==> src/rtl/rxts_pkg.sv <==
package rxts_pkg;

    localparam int TS_W   = 64;
    localparam int SEQ_W  = 16;
    localparam int TYPE_W = 4;
    localparam int HASH_W = 12;

    typedef struct packed {
        logic [TS_W-1:0]   ts;
        logic [SEQ_W-1:0]  seq;
        logic [TYPE_W-1:0] mtype;
        logic [HASH_W-1:0] hash;
    } stamp_t;

    localparam int STAMP_W = $bits(stamp_t);

    function automatic logic key_eq(stamp_t e, logic [TYPE_W-1:0] t, logic [SEQ_W-1:0] s);
        return (e.mtype == t) && (e.seq == s);
    endfunction

endpackage

==> src/rtl/rxts_prescaler.sv <==
module rxts_prescaler #(
    parameter int unsigned DIV = 125000
) (
    input  logic clk,
    input  logic rst,
    output logic tick
);
    localparam int CW = (DIV > 1) ? $clog2(DIV) : 1;

    logic [CW-1:0] cnt;

    always_ff @(posedge clk) begin
        if (rst) begin
            cnt  <= '0;
            tick <= 1'b0;
        end else if (cnt == CW'(DIV - 1)) begin
            cnt  <= '0;
            tick <= 1'b1;
        end else begin
            cnt  <= cnt + 1'b1;
            tick <= 1'b0;
        end
    end
endmodule

==> src/rtl/rxts_age_slot.sv <==
module rxts_age_slot #(
    parameter int unsigned LIMIT = 1000
) (
    input  logic clk,
    input  logic rst,
    input  logic clear,
    input  logic tick,
    output logic expired
);
    localparam int AW = $clog2(LIMIT + 1);

    logic [AW-1:0] age;

    always_ff @(posedge clk) begin
        if (rst || clear)
            age <= '0;
        else if (tick && (age != AW'(LIMIT)))
            age <= age + 1'b1;
    end

    assign expired = (age == AW'(LIMIT));
endmodule

==> src/rtl/rxts_order.sv <==
module rxts_order #(
    parameter int DEPTH = 4
) (
    input  logic             clk,
    input  logic             rst,
    input  logic [DEPTH-1:0] live,
    input  logic             ins_en,
    input  logic [DEPTH-1:0] ins_onehot,
    input  logic [DEPTH-1:0] match,
    output logic [DEPTH-1:0] first
);
    // older_q[i][j] set: slot j was filled before slot i
    logic [DEPTH-1:0] older_q [DEPTH];

    for (genvar i = 0; i < DEPTH; i++) begin : g_row
        always_ff @(posedge clk) begin
            if (rst)
                older_q[i] <= '0;
            else if (ins_en) begin
                if (ins_onehot[i])
                    older_q[i] <= live & ~ins_onehot;
                else
                    older_q[i] <= older_q[i] & ~ins_onehot;
            end
        end
        assign first[i] = match[i] & ~(|(match & older_q[i]));
    end
endmodule

==> src/rtl/rx_stamp_pool.sv <==
module rx_stamp_pool
    import rxts_pkg::*;
#(
    parameter int          DEPTH         = 4,
    parameter int unsigned PRESC_DIV     = 125000,
    parameter int unsigned TIMEOUT_TICKS = 1000
) (
    input  logic              clk,
    input  logic              rst,
    input  logic              ins_valid,
    output logic              ins_ready,
    input  logic [TS_W-1:0]   ins_time,
    input  logic [SEQ_W-1:0]  ins_seq,
    input  logic [TYPE_W-1:0] ins_mtype,
    input  logic [HASH_W-1:0] ins_hash,
    output logic              ins_drop,
    input  logic              lk_valid,
    output logic              lk_ready,
    input  logic [TYPE_W-1:0] lk_mtype,
    input  logic [SEQ_W-1:0]  lk_seq,
    output logic              res_valid,
    output logic              res_hit,
    output logic [TS_W-1:0]   res_time,
    output logic [HASH_W-1:0] res_hash
);
    stamp_t           slot_q [DEPTH];
    logic [DEPTH-1:0] valid_q;
    logic [DEPTH-1:0] aged;
    logic [DEPTH-1:0] live;
    logic [DEPTH-1:0] free_oh;
    logic [DEPTH-1:0] match;
    logic [DEPTH-1:0] first;
    logic [DEPTH-1:0] taken;
    logic             tick;
    logic             has_free;
    logic             ins_fire;
    logic             ins_en;
    logic             hit_any;
    logic [STAMP_W-1:0] sel_bits;
    stamp_t           sel;
    stamp_t           new_rec;

    rxts_prescaler #(.DIV(PRESC_DIV)) u_presc (
        .clk  (clk),
        .rst  (rst),
        .tick (tick)
    );

    // Lookups always win the cycle
    assign lk_ready  = 1'b1;
    assign ins_ready = ~lk_valid;
    assign ins_fire  = ins_valid & ins_ready;

    // Pruning: a record at its timeout is not live this cycle
    assign live     = valid_q & ~aged;
    assign free_oh  = ~live & (live + 1'b1);
    assign has_free = |free_oh;
    assign ins_en   = ins_fire & has_free;

    assign new_rec = '{ts: ins_time, seq: ins_seq, mtype: ins_mtype, hash: ins_hash};

    for (genvar i = 0; i < DEPTH; i++) begin : g_slot
        rxts_age_slot #(.LIMIT(TIMEOUT_TICKS)) u_age (
            .clk     (clk),
            .rst     (rst),
            .clear   (ins_en & free_oh[i]),
            .tick    (tick),
            .expired (aged[i])
        );

        assign match[i] = live[i] & key_eq(slot_q[i], lk_mtype, lk_seq);

        always_ff @(posedge clk) begin
            if (rst)
                slot_q[i] <= '0;
            else if (ins_en && free_oh[i])
                slot_q[i] <= new_rec;
        end
    end

    rxts_order #(.DEPTH(DEPTH)) u_order (
        .clk        (clk),
        .rst        (rst),
        .live       (live),
        .ins_en     (ins_en),
        .ins_onehot (free_oh),
        .match      (match),
        .first      (first)
    );

    assign hit_any = |first;
    assign taken   = lk_valid ? first : '0;

    always_comb begin
        sel_bits = '0;
        for (int i = 0; i < DEPTH; i++)
            if (first[i])
                sel_bits = sel_bits | slot_q[i];
    end
    assign sel = stamp_t'(sel_bits);

    always_ff @(posedge clk) begin
        if (rst) begin
            valid_q   <= '0;
            ins_drop  <= 1'b0;
            res_valid <= 1'b0;
            res_hit   <= 1'b0;
            res_time  <= '0;
            res_hash  <= '0;
        end else begin
            valid_q   <= (live & ~taken) | (ins_en ? free_oh : '0);
            ins_drop  <= ins_fire & ~has_free;
            res_valid <= lk_valid;
            res_hit   <= lk_valid & hit_any;
            res_time  <= (lk_valid && hit_any) ? sel.ts : '0;
            res_hash  <= (lk_valid && hit_any) ? sel.hash : '0;
        end
    end
endmodule

==> config.mk <==
export PLATFORM = sky130hd
export DESIGN_NAME = rx_stamp_pool
export DESIGN_NICKNAME = d
export VERILOG_FILES = /design/src/rtl/rxts_pkg.sv /design/src/rtl/rxts_prescaler.sv /design/src/rtl/rxts_age_slot.sv /design/src/rtl/rxts_order.sv /design/src/rtl/rx_stamp_pool.sv
export SDC_FILE = /design/constraint.sdc
export NUM_CORES = 1
export LEC_CHECK = 0
export BUFFER_PORTS_ARGS = -buffer_cell sky130_fd_sc_hd__buf_2
export CORE_MARGIN = 1.5
export CORE_UTILIZATION = 29
export CTS_CLUSTER_DIAMETER = 100
export DETAILED_ROUTE_END_ITERATION = 6
export GPL_ROUTABILITY_DRIVEN = 0
export PLACE_DENSITY_LB_ADDON = 0.08
export SYNTH_ARGS = -nofsm -noshare
export SYNTH_HDL_FRONTEND = slang
export SYNTH_HIERARCHICAL = 1
export SYNTH_SLANG_ARGS = --single-unit
==> constraint.sdc <==
create_clock -name clk -period 8.65 [get_ports clk]
set_input_delay 1.2975 -clock clk [delete_from_list [all_inputs] [get_ports clk]]
set_output_delay 1.2975 -clock clk [all_outputs]
set_load 0.02 [all_outputs]
; Yosys cells after proc, flatten, opt, wreduce, memory -nomap -nowiden
; Memory sizes are Yosys's and may differ from the RTL's.
; Cells that the tools add are included.
[classes]
add_sub_neg = 6
div_mod_pow = 0
muxes = 65
n_reduce_logical = 25
shifts = 0
mul = 0
eq_ne = 17
n_bitwise = 55
order_cmp = 0
[op_table]
columns = op, n
row1 = $mux W96, 8
row2 = $or A96 B96 Y96, 3
row3 = $eq A16 B16 Y1, 4
row4 = $and A4 B4 Y4, 12
row5 = $mux W1, 47
row6 = $add A10 B1 Y10 const B, 4
row7 = $eq A10 B10 Y1 const B, 4
row8 = $mux W4, 10
row9 = $ne A10 B10 Y1 const B, 4
row10 = $reduce_or A4 Y1, 6
row11 = $add A17 B1 Y17 const B, 1
row12 = $eq A17 B17 Y1 const B, 1
row13 = $and A1 B1 Y1, 16
row14 = $eq A4 B4 Y1, 4
row15 = $not A4 Y4, 4
row16 = $logic_and A1 B1 Y1, 13
row17 = $or A1 B1 Y1, 12
row18 = $not A1 Y1, 7
row19 = $add A4 B1 Y4 const B, 1
row20 = $logic_or A1 B1 Y1, 4
row21 = $or A4 B4 Y4, 1
row22 = $reduce_or A2 Y1, 2
[word_totals]
latchBits = 0
elab_cells = 182
register_bits = 141
mem_bits_ro = 0
inputBits = 120
out_inout_bits = 81
ramBits = 400
mem_count = 2
[memory_table]
columns = name, depth, width, rd, rd_ports_with_merged_regs, write_ports, line
row1 = slot_q, 4, 96, 4, 0, 4, rx_stamp_pool.sv:26  ; stamp_t slot_q [DEPTH];
row2 = u_order.older_q, 4, 4, 4, 0, 4, rxts_order.sv:13  ; logic [DEPTH-1:0] older_q [DEPTH];

; Longest topological paths before layout
; Gate-level depths: netlist of the first run.
[depth]
depth_word = 15
mapped_depth = 15
ltp_nobuf = 12

; Hierarchy
; Netlist of the first run, hierarchy kept.
[modules_own_cells]
columns = module, area_per_inst_um2, cells_each, seq_area_each_um2, n_inst
row1 = rx_stamp_pool, 18626.6, 1318, 13192.7, 1
row2 = rxts_age_slot, 560.5, 65, 200.2, 4
row3 = rxts_order, 825.8, 68, 480.5, 1
row4 = rxts_prescaler, 825.8, 93, 360.3, 1

; Least setup slack after synthesis of the first run
; OpenSTA, ideal clock, no wires.
[synth_path]
path_kind = input-to-reg
startpoint = in lk_seq[12]
endpoint = reg res_time[42]
arrival_ns = 3.793
path_buffers = 3
setup_slack_ns = 4.734
setup_ns = 0.123
required_time_ns = 8.527
path_stages = 11
cell_sequence = xor2_1 -> nor4_1 -> nand4_1 -> nor4_1 -> a22oi_1 -> and4_1 -> clkbuf_1 -> o41ai_1 -> buf_2 -> buf_2 -> a21oi_1
[synth_via]
word_cells_on_any_way = 39
cone_classes = 4 x eq/ne / 4 x mux / 20 x bitwise / 11 x reduce/logical
[synth_lines]
columns = element, line
row1 = "start, declared", rx_stamp_pool.sv:20  ; input logic [SEQ_W-1:0] lk_seq,
row2 = $eq A16 B16 Y1 (*), rxts_pkg.sv:18  ; return (e.mtype == t) && (e.seq == s);
row3 = $logic_and A1 B1 Y1 (*), rxts_pkg.sv:18
row4 = $and A1 B1 Y1 (*), rx_stamp_pool.sv:71  ; assign match[i] = live[i] & key_eq(slot_q[i], lk_mtype, lk_seq);
row5 = net match[0], rx_stamp_pool.sv:31  ; logic [DEPTH-1:0] match;
row6 = $and A4 B4 Y4 (*), rxts_order.sv:26  ; assign first[i] = match[i] & ~(|(match & older_q[i]));
row7 = $reduce_or A4 Y1 (*), rxts_order.sv:26
row8 = $not A1 Y1 (*), rxts_order.sv:26
row9 = $and A1 B1 Y1 (*), rxts_order.sv:26
row10 = net first[1], rx_stamp_pool.sv:32  ; logic [DEPTH-1:0] first;
row11 = $mux W96, rx_stamp_pool.sv:97  ; if (first[i])
row12 = $or A96 B96 Y96, rx_stamp_pool.sv:98  ; sel_bits = sel_bits | slot_q[i];
row13 = $mux W96, rx_stamp_pool.sv:97
row14 = $or A96 B96 Y96, rx_stamp_pool.sv:98
row15 = $mux W96, rx_stamp_pool.sv:97
row16 = "end signal, assigned", rx_stamp_pool.sv:115  ; res_time <= (lk_valid && hit_any) ? sel.ts : '0;
row17 = "end, declared", rx_stamp_pool.sv:23  ; output logic [TS_W-1:0] res_time,
; The timed path passes the listed nets; every way through them passes the cells marked *.
; A chain may end at the register's enable or synchronous reset.

; Final worst setup path of the first run
[layout_path]
startpoint = in lk_seq[0]
endpoint = reg res_time[62]
; Same word-level chain as after synthesis.

==> summary.md, run 1 <==
| Metric | Value |
|---|---|
| DP Wirelength | 37.3 mm |
| Max_cap viols | 0 |
| Critical path fanouts, max | 52 |
| Post-CTS setup repair buffer count | 0 |
| Starting density of the core | 0.292 |
| Total congestion overflow | 0 |
| Kind of cell adding the most delay to the critical path | simple AND/OR/NAND/NOR gates |
| Flops & latches, synth | 541 |
| Design area | 0.0267 mm2 |
| Mapped Area | 0.0225 mm2 |
| Pre-antenna DRT Iters | 5 |
| Crit path cell chain | buf_2 -> xor2_1 -> nor4_1 -> nand4_1 -> nor4_1 -> a22oi_1 -> and4_4 -> o41ai_2 -> buf_4 -> buf_4 -> a21oi_1 |
| Outcome | finished clean |
| Vias in the first global route | 15100 |
| Final worst path period share | 0.564 |
| VDD IR-drop max | 0.163 mV |
| Clock Path Buffers | 3 |
| DRT antenna net count | 0 |
| CP max-delay cell | nor4_1 |
| Reg clk slew, reported paths | 0.05 ns |
| Crit Path Class | input port to register |
| Post-synth ARST share | 0 |
| Clock latency on the worst-skew pair | 0.61 ns |
| Reg2reg start | g_slot[0].u_age/age[0] |
| Synthesis-to-layout area growth | 18.6% |
| Sequential fraction of the synthesis area | 0.659 |
| Number of cells upsized or downsized after cts | 0 |
| Global-route wire length before repair | 97.9 mm |
| Mapped Nets | 1869 |
| Synth Warn # | 6 |
| Hold Buf Count CTS | 0 |
| Seq. cell area | 0.0148 mm2 |
| WL final | 65.8 mm |
| Clock root cell | clkbuf_16 |
| # setup viols final | 0 |
| DRT iter0 DRCs | 871 |
| R2R setup slack | 3.81 ns |
| Number of remaining DRC errors | 0 |
| Fillers | 7657 |
| Total die area | 0.0793 mm2 |
| TritonCTS Buffers | 67 |
| Worst Path Buf+Inv | 3 |
| Vias | 14400 |
| CTS Sinks | 541 |
| CP peak stage delay | 0.85 ns |
| Leak | 9.63 nW |
| Number of flops mapped to enable cells by yosys | 400 |
| RSZ-0062 raised after global routing | no |
| Slew Limit Fails | 0 |
| Area of the multi-input gates | 0.00717 mm2 |
| Critical Path AT | 5.34 ns |
| Vias per inst | 4.75 |
| Die width | 282 um |
| Layout cell share with drive strength beyond 1 | 0.177 |
| Mapped Avg Cell Area | 13.0 um2 |
| Skew final | 0.0266 ns |
| Max Clk Rate | 205 MHz |
| Final hold vios | 0 |
| Post-Syn Instances | 1739 |
| FF-to-FF End | res_time[62] |
| Slew @ Worst Pin | 0.968 ns |
| WHS Path Cells | 2 |
| Row Count | 102 |
| Largest net degree at the start of global routing | 72 |
| Tmin final | 4.88 ns |
| IO Port Bufs | 199 |
| Req. time, crit path | 9.10 ns |
| Hold-critical path endpoint | g_slot[1].u_age/age[9] |
| Synth cell types | 54 |
| Antenna violations before repair | 20 |
| Min-Delay Path Class | register to register |
| Slew HR | 0.349 |
| Hold path startpoint | g_slot[1].u_age/age[9] |
| H-tree levels | 3 |
| Placed Area | 0.0246 mm2 |
| CP Capture Type | register |
| CTS tree | built |
| I/O pin count | 201 |
| Final Net Count | 2061 |
| Sum Neg Setup Slack | 0 ns |
| Startpoint types | input port |
| Post-synth top flop | edfxtp_1 |
| Die Ht | 282 um |
| R2R depth | 13 |
| DR WL/cell | 21.7 um |
| Pwr dens | 219 mW/mm2 |
| GRT Total Usage | 0.167 |
| Core Box Area | 0.0772 mm2 |
[synth_stat cells, types with 3 or more instances]
library cell / number / share of area
xnor2_1: 37 / 0.014
buf_1: 6 / 0.0010
xor2_1: 66 / 0.026
o2111ai_1: 4 / 0.0016
nand4bb_1: 4 / 0.0020
nor4b_1: 12 / 0.0047
nand4_1: 25 / 0.0069
and2_1: 384 / 0.11
ha_1: 10 / 0.0056
or2_2: 12 / 0.0033
nand3_2: 4 / 0.0018
mux2i_1: 12 / 0.0053
buf_2: 8 / 0.0018
o21ai_0: 8 / 0.0018
or4_1: 16 / 0.0053
and4_1: 8 / 0.0031
o211ai_1: 8 / 0.0027
o31ai_1: 16 / 0.0053
dfxtp_1: 141 / 0.13
buf_6: 5 / 0.0025
or3b_4: 4 / 0.0020
a22oi_1: 156 / 0.052
or2_1: 4 / 0.0011
inv_1: 29 / 0.0048
nor4_1: 21 / 0.0058
nand2_1: 17 / 0.0028
clkbuf_1: 64 / 0.011
nor3_1: 11 / 0.0024
nor2_1: 59 / 0.0098
or3_1: 8 / 0.0022
nand4_2: 4 / 0.0022
a21oi_1: 104 / 0.023
nand3_1: 30 / 0.0067
edfxtp_1: 400 / 0.53
clkbuf_2: 11 / 0.0024
a21o_1: 3 / 0.0010
a41oi_1: 4 / 0.0016
o21ai_1: 4 / 0.00089
[worst register-to-register path, delay by kind of cell, from the launching register on]
kind	cells	cell delay, ns
simple gates	4	1.84
buf+inv	5	1.53
compound gates	3	0.69
flops	1	0.46
fa+ha+maj	1	0.19
[flip-flops by register name (all words and copies together) (netlist names)]
name              cells
slot_q              384
ins_drop              1
u_presc/tick          1
res_hash             12
u_order/older_q      16
res_time             64
valid_q               4
res_hit               1
g_slot.u_age/age     40
u_presc/cnt          17
res_valid             1
[final cells by class]
type / instances / area share
diodes: 6 / 0.000562
clock buffers: 101 / 0.0717
clock inverters: 21 / 0.00796
inverters: 30 / 0.00431
multi-input cells: 1071 / 0.268
flip-flops and latches: 541 / 0.555
well taps: 1040 / 0.0487
repair buffers: 220 / 0.0432
[power breakdown]
part / total (mW) / leakage [nW] / switching [mW] / internal (mW)
Clock: 2.74 / 1.03 / 1.11 / 1.63
Sequential: 2.90 / 5.30 / 0.0291 / 2.88
Combinational: 0.206 / 3.29 / 0.146 / 0.0604
Total: 5.85 / 9.63 / 1.29 / 4.56
[layout by cell type, fill, tap and decap left out, drive strengths merged, types with 21 or more instances in the layout]
cell / Yosys / layout
edfxtp: 400 / 400
and2: 384 / 384
buf: 22 / 220
a22oi: 156 / 156
dfxtp: 141 / 141
a21oi: 104 / 104
clkbuf: 75 / 101
xor2: 66 / 66
nor2: 62 / 62
xnor2: 37 / 37
nand3: 34 / 34
inv: 30 / 33
nand4: 29 / 29
nor4: 21 / 21
[kinds of logic (layout without fill, tap and decap cells)]
family / Yosys count / after routing / synth area share
compound gates: 309 / 309 / 0.0907
simple gates: 636 / 636 / 0.174
mux: 12 / 12 / 0.00533
buf+inv: 127 / 372 / 0.0251
fa+ha+maj: 10 / 10 / 0.00556
other cells: 1 / 7 / 0.000167
flops: 541 / 541 / 0.659
xor+xnor: 103 / 103 / 0.0401
[worst max path at each step]
stage                                 from            to  slack (ns)  cells after the start
global route        g_slot[0].u_age/age[0]  slot_q[3][8]        3.48                     11
detailed placement               lk_seq[0]  res_time[12]        3.15                     11
floorplan                       lk_seq[12]  res_time[42]        4.73                     11
CTS                 g_slot[0].u_age/age[0]  slot_q[3][8]        3.71                     11
finish                           lk_seq[0]  res_time[62]        3.77                     11
global placement                 lk_seq[0]  res_time[11]        3.25                     11
[routing by layer]
layer,up-vias,track usage,part of all wire
met5,-,0,0.0019
met4,20,0.0462,0.022
met3,114,0.0391,0.052
met2,318,0.276,0.47
met1,7182,0.217,0.45
li1,6764,-,-
[through the flow]
stage / cells / hold slack (ns) / total power, mW / worst slack [ns] / utilization
4_1_cts: 3024 / 0.478 / 5.94 / 3.71 / 0.346
2_1_floorplan: 1739 / 0.452 / 3.05 / 4.73 / -
5_1_grt: 3027 / 0.523 / 6.06 / 3.48 / 0.346
6_report: 3030 / 0.478 / 5.85 / 3.77 / 0.346
3_5_place_dp: 2902 / 0.471 / 3.17 / 3.15 / 0.318
3_3_place_gp: 2902 / 0.462 / 3.17 / 3.25 / 0.318
No activity file was read; power rests on OpenSTA's default activity.
==> inputs of run 2 (changes only) <==
==> constraint.sdc (replaced) <==
create_clock -name clk -period 4.55 [get_ports clk]
set_input_delay 0.6825 -clock clk [delete_from_list [all_inputs] [get_ports clk]]
set_output_delay 0.6825 -clock clk [all_outputs]
set_load 0.02 [all_outputs]
==> run 2 against run 1 <==
Against the previous run:
- flip-flop and latch count unchanged
- critical path depth decreased by 1
- critical endpoint is now slot_q[3][60]
- critical path type is now register to register
- clock power increased by 89%
- largest cell class unchanged
- combinational power increased by 98%
- die area unchanged
- global-route usage decreased by 0.20 points
==> summary.md, run 2 (synthesis results as in run 1) <==
| Metric | Value |
|---|---|
| IO Port Bufs | 199 |
| Reg clk slew, reported paths | 0.06 ns |
| Sum Neg Setup Slack | 0 ns |
| Core Box Area | 0.0772 mm2 |
| Largest registers | slot_q (384), res_time (64), g_slot.u_age/age (40) |
| # setup viols final | 0 |
| Clock latency on the worst-skew pair | 0.60 ns |
| I/O pin count | 201 |
| Reg with most FFs | slot_q |
| Req. time, crit path | 4.81 ns |
| Min-Delay Path Class | input port to register |
| Non-Filler Instances | 3039 |
| Inst Count DP | 2915 |
| Seq. cell area | 0.0148 mm2 |
| Die width | 282 um |
| Max_cap viols | 0 |
| VDD IR-drop max | 0.203 mV |
| Final worst path period share | 0.760 |
| TritonCTS Buffers | 67 |
| Vias | 14300 |
| Cell-internal power | 8.68 mW |
| DR WL/cell | 21.5 um |
| Critical Path AT | 3.72 ns |
| Area of the multi-input gates | 0.00717 mm2 |
| Number of remaining DRC errors | 0 |
| Row Count | 102 |
| Slew @ Worst Pin | 0.857 ns |
| CP dominant cell by count | inv_1 |
| DRT iter0 DRCs | 644 |
| Clock Power Share | 0.467 |
| Max Clk Rate | 289 MHz |
| Total die area | 0.0793 mm2 |
| H-tree levels | 3 |
| Most frequent cells in the layout | edfxtp_1 (400), and2_1 (384), buf_2 (199) |
| Combinational share of power | 0.037 |
| Design area | 0.0270 mm2 |
| Hold Buf Count CTS | 0 |
| Number of cells upsized or downsized after cts | 0 |
| Global-route wire length before repair | 96.6 mm |
| Most common cell after layout, fill and taps aside | edfxtp_1 |
| CTS Sinks | 541 |
| Largest net degree at the start of global routing | 98 |
| Synthesis-to-layout area growth | 20.0% |
| Placed Area | 0.0249 mm2 |
| Clock root cell | clkbuf_16 |
| Die Ht | 282 um |
| Slew HR | 0.428 |
| Antenna violations before repair | 14 |
| Pwr dens | 412 mW/mm2 |
| Kind of cell adding the most delay to the critical path | simple AND/OR/NAND/NOR gates |
| Final Net Count | 2074 |
| Worst Path Buf+Inv | 4 |
| Vias per inst | 4.72 |
| CP max-delay cell | or4_4 |
| Leak | 9.77 nW |
| Fillers | 7602 |
| Outcome | finished clean |
| Total congestion overflow | 0 |
| Startpoint types | register |
| Net switching power | 2.44 mW |
| DRT antenna net count | 0 |
| Tmin final | 3.46 ns |
| Max FFs per register | 384 |
| Layout cell share with drive strength beyond 1 | 0.183 |
| Crit Path Class | register to register |
| Vias in the first global route | 14800 |
| DP Wirelength | 37.4 mm |
| CTS tree | built |
| GRT Total Usage | 0.165 |
| Crit path cell chain | inv_1 -> ha_1 -> inv_1 -> nor3_1 -> nor2b_2 -> inv_4 -> or4_4 -> nor2_1 -> or2_4 -> buf_12 |
| Starting density of the core | 0.292 |
| Flop pwr share | 0.496 |
| Post-CTS setup repair buffer count | 0 |
| Switching Fraction | 0.219 |
| Pre-antenna DRT Iters | 5 |
| Skew final | 0.0315 ns |
| CP Capture Type | register |
| WL final | 65.2 mm |
| Slew Limit Fails | 0 |
| CP peak stage delay | 0.61 ns |
| Critical path fanouts, max | 37 |
| Final hold vios | 0 |
| Clock Path Buffers | 3 |
| RSZ-0062 raised after global routing | no |
run 2: worst paths after layout:
| kind | start | end | slack, ns | cells past startpoint |
|---|---|---|---|---|
| setup / recovery | g_slot[0].u_age/age[0] | slot_q[3][60] | 1.09 | 10 |
| hold / removal | ins_time[55] | slot_q[0][87] | 0.39 | 2 |
| setup reg to reg | g_slot[0].u_age/age[0] | slot_q[3][60] | 1.09 | 10 |
| hold reg to reg | g_slot[1].u_age/age[9] | g_slot[1].u_age/age[9] | 0.48 | 2 |
run 2: metal layers:
layer | GRT usage | share of wire | up-vias
met5 | 0 | 0.0019 | -
met1 | 0.203 | 0.43 | 7187
met4 | 0.0412 | 0.016 | 18
met2 | 0.290 | 0.50 | 262
li1 | - | - | 6773
met3 | 0.0364 | 0.047 | 92
run 2: stage by stage:
| step | hold slack, ns | utilization | setup WS, ns | power (mW) |
|---|---|---|---|---|
| after global routing | 0.368 | 0.350 | 0.791 | 11.5 |
| after floorplan | 0.452 | - | 0.962 | 5.80 |
| final | 0.390 | 0.350 | 1.09 | 11.1 |
| after detailed placement | 0.472 | 0.322 | 0.652 | 6.05 |
| after global placement | 0.464 | 0.322 | 0.595 | 6.04 |
| after CTS | 0.352 | 0.350 | 1.02 | 11.3 |
run 2: final cells by class:
class | instances | share of cell area
inverters | 30 | 0.00426
clock buffers | 100 | 0.0723
well taps | 1040 | 0.0482
multi-input cells | 1071 | 0.265
repair buffers | 233 | 0.0537
flip-flops and latches | 541 | 0.549
diodes | 3 | 0.000278
clock inverters | 21 | 0.00690
run 2: power by group through the flow:
stage	sequential (mW)	combinational (mW)	clock, mW
2_1_floorplan	5.61	0.184	0
3_3_place_gp	5.62	0.424	0
3_5_place_dp	5.62	0.423	0
4_1_cts	5.52	0.425	5.36
5_1_grt	5.53	0.452	5.56
6_report	5.52	0.407	5.19
run 2: worst register-to-register path, stage by stage, from the launching register on:
cell and delay, ns:
dfxtp_1 0.42, inv_1 0.07, ha_1 0.20, inv_1 0.09, nor3_1 0.09, nor2b_2 0.42
inv_4 0.13, or4_4 0.61, nor2_1 0.34, or2_4 0.42, buf_12 0.34
==> inputs of run 3 (changes only) <==
==> constraint.sdc (replaced) <==
create_clock -name clk -period 3.08 [get_ports clk]
set_input_delay 0.462 -clock clk [delete_from_list [all_inputs] [get_ports clk]]
set_output_delay 0.462 -clock clk [all_outputs]
set_load 0.02 [all_outputs]
==> run 3 against run 2 <==
Against the previous run:
- final cell count rose by 2.4%
- clock power rose by 47%
- worst hold slack got worse by 0.22 ns
- critical endpoint is now res_time[13]
- highest routed layer unchanged
==> summary.md, run 3 (synthesis results as in run 1) <==
| Metric | Value |
|---|---|
| Placed Area | 0.0257 mm2 |
| Skew final | 0.0257 ns |
| Worst Path Buf+Inv | 4 |
| Most frequent cells in the layout | edfxtp_1 (400), and2_1 (384), buf_2 (199) |
| Clock Power Share | 0.465 |
| CP max-delay cell | o41ai_4 |
| Starting density of the core | 0.292 |
| Outcome | finished clean |
| Max_cap viols | 0 |
| Clock latency on the worst-skew pair | 0.60 ns |
| # setup viols final | 0 |
| Most common cell after layout, fill and taps aside | edfxtp_1 |
| Core Box Area | 0.0772 mm2 |
| TritonCTS Buffers | 67 |
| Post-CTS setup repair buffer count | 0 |
| Leak | 10.2 nW |
| Tmin final | 2.91 ns |
| Fillers | 7601 |
| Kind of cell adding the most delay to the critical path | simple AND/OR/NAND/NOR gates |
| Fin util | 0.361 |
| Min-Delay Path Class | input port to register |
| Total die area | 0.0793 mm2 |
| WHS Path Cells | 2 |
| Startpoint types | register |
| Final Power | 16.5 mW |
| Reg with most FFs | slot_q |
| Final Net Count | 2144 |
| Largest net degree at the start of global routing | 97 |
| Row Count | 102 |
| Reg clk slew, reported paths | 0.06 ns |
| Global-route wire length before repair | 98.5 mm |
| Vias per inst | 4.72 |
| Design area | 0.0279 mm2 |
| I/O pin count | 201 |
| Pwr dens | 590 mW/mm2 |
| Switching Fraction | 0.222 |
| WL final | 66.7 mm |
| Largest registers | slot_q (384), res_time (64), g_slot.u_age/age (40) |
| Final worst path period share | 0.946 |
| Vias in the first global route | 15400 |
| Critical path fanouts, max | 14 |
| Clock Path Buffers | 3 |
| Synthesis-to-layout area growth | 23.9% |
| Slew HR | 0.446 |
| Die width | 282 um |
| DRT iter0 DRCs | 796 |
| Pre-antenna DRT Iters | 5 |
| Clock root cell | clkbuf_16 |
| Final hold vios | 0 |
| FF-to-FF End | res_time[13] |
| Slew @ Worst Pin | 0.830 ns |
| Combinational share of power | 0.040 |
| Crit Path Class | register to register |
| GRT Total Usage | 0.167 |
| Antenna violations before repair | 14 |
| CP Depth | 12 |
| Total congestion overflow | 0 |
| Hold Buf Count CTS | 0 |
| Die Ht | 282 um |
| Max Clk Rate | 343 MHz |
| Inst Count DP | 2985 |
| DP Wirelength | 40.2 mm |
| VDD IR-drop max | 0.337 mV |
| Vias | 14700 |
| Cell-internal power | 12.8 mW |
| Max FFs per register | 384 |
| Non-Filler Instances | 3111 |
| DR WL/cell | 21.4 um |
| CTS Sinks | 541 |
| Critical Path AT | 3.38 ns |
| Net switching power | 3.65 mW |
| CP peak stage delay | 0.39 ns |
| Number of remaining DRC errors | 0 |
| DRT antenna net count | 0 |
| CP Capture Type | register |
| Layout cell share with drive strength beyond 1 | 0.215 |
| Hold-critical path endpoint | slot_q[3][24] |
| H-tree levels | 3 |
| RSZ-0062 raised after global routing | no |
| IO Port Bufs | 199 |
| Sum Neg Setup Slack | 0 ns |
| R2R depth | 12 |
| CTS tree | built |
| Hold path startpoint | ins_seq[8] |
| Reg2reg start | slot_q[1][25] |
| Flop pwr share | 0.495 |
| Req. time, crit path | 3.55 ns |
| Crit path cell chain | xor2_1 -> nor4_1 -> buf_4 -> nand4_1 -> nor4_2 -> buf_4 -> a22oi_1 -> and4_4 -> o41ai_4 -> buf_12 -> buf_12 -> a21oi_1 |
| Slew Limit Fails | 0 |
| R2R setup slack | 0.17 ns |
run 3: cell types whose count changed in the layout (fill, tap and decap cells not counted), moves of 2 or more:
cell / delta
buf_4: +43
buf_12: +27
clkbuf_8: -5
nor4_1: -5
nor4_2: +5
clkinv_2: +3
inv_6: +3
clkbuf_1: +2
clkinv_8: -2
nor3_1: -2
nor3_2: +2
run 3: worst max-delay path by stage:
stage,from,endpoint
final,slot_q[1][25],res_time[13]
after global routing,slot_q[1][26],res_time[13]
after CTS,g_slot[3].u_age/age[0],res_time[13]
after detailed placement,lk_seq[10],res_time[13]
after global placement,lk_seq[10],res_time[31]
after floorplan,g_slot[0].u_age/age[0],slot_q[3][0]
run 3: worst reg2reg max path, cell delays in order (launching register included):
cell and delay, ns:
edfxtp_1 0.37, xor2_1 0.18, nor4_1 0.29, buf_4 0.17
nand4_1 0.15, nor4_2 0.29, buf_4 0.17, a22oi_1 0.08
and4_4 0.20, o41ai_4 0.39, buf_12 0.23, buf_12 0.18
a21oi_1 0.07
run 3: what timing repair did:
action / 4_1_cts / 5_1_grt
endpoints found under the hold margin: 0 / 0
resized for setup: 1 / 7
cloned: 0 / 0
setup endpoints to repair: 74 / 75
run 3: layout make-up:
cell class	instances	area, um2	share of cell area
diodes	3	7.51	0.000269
repair buffers	303	2310	0.0829
clock inverters	25	199	0.00713
well taps	1040	1300	0.0466
clock buffers	98	1920	0.0687
inverters	30	115	0.00412
flip-flops and latches	541	14800	0.531
multi-input cells	1071	7220	0.259
run 3: power by group through the flow:
stage,Clock (mW),Combinational [mW],Sequential [mW]
CTS,7.88,0.681,8.15
finish,7.65,0.659,8.15
floorplan,0,0.273,8.29
detailed placement,0,0.679,8.31
global route,8.13,0.725,8.17
global placement,0,0.676,8.30
run 3: through the flow:
step,hold slack (ns),worst slack [ns]
4_1_cts,0.125,0.0349
3_5_place_dp,0.471,-0.219
6_report,0.167,0.167
5_1_grt,0.142,0.0187
2_1_floorplan,0.452,-0.0458
3_3_place_gp,0.465,-0.206
run 3: layer usage:
metal	up-vias	wire length, um	track usage	part of all wire
li1	6931	-	-	-
met1	7289	29300	0.213	0.44
met2	333	32800	0.288	0.49
met3	110	2990	0.0340	0.045
met4	12	1530	0.0449	0.023
met5	-	69	0	0.0010
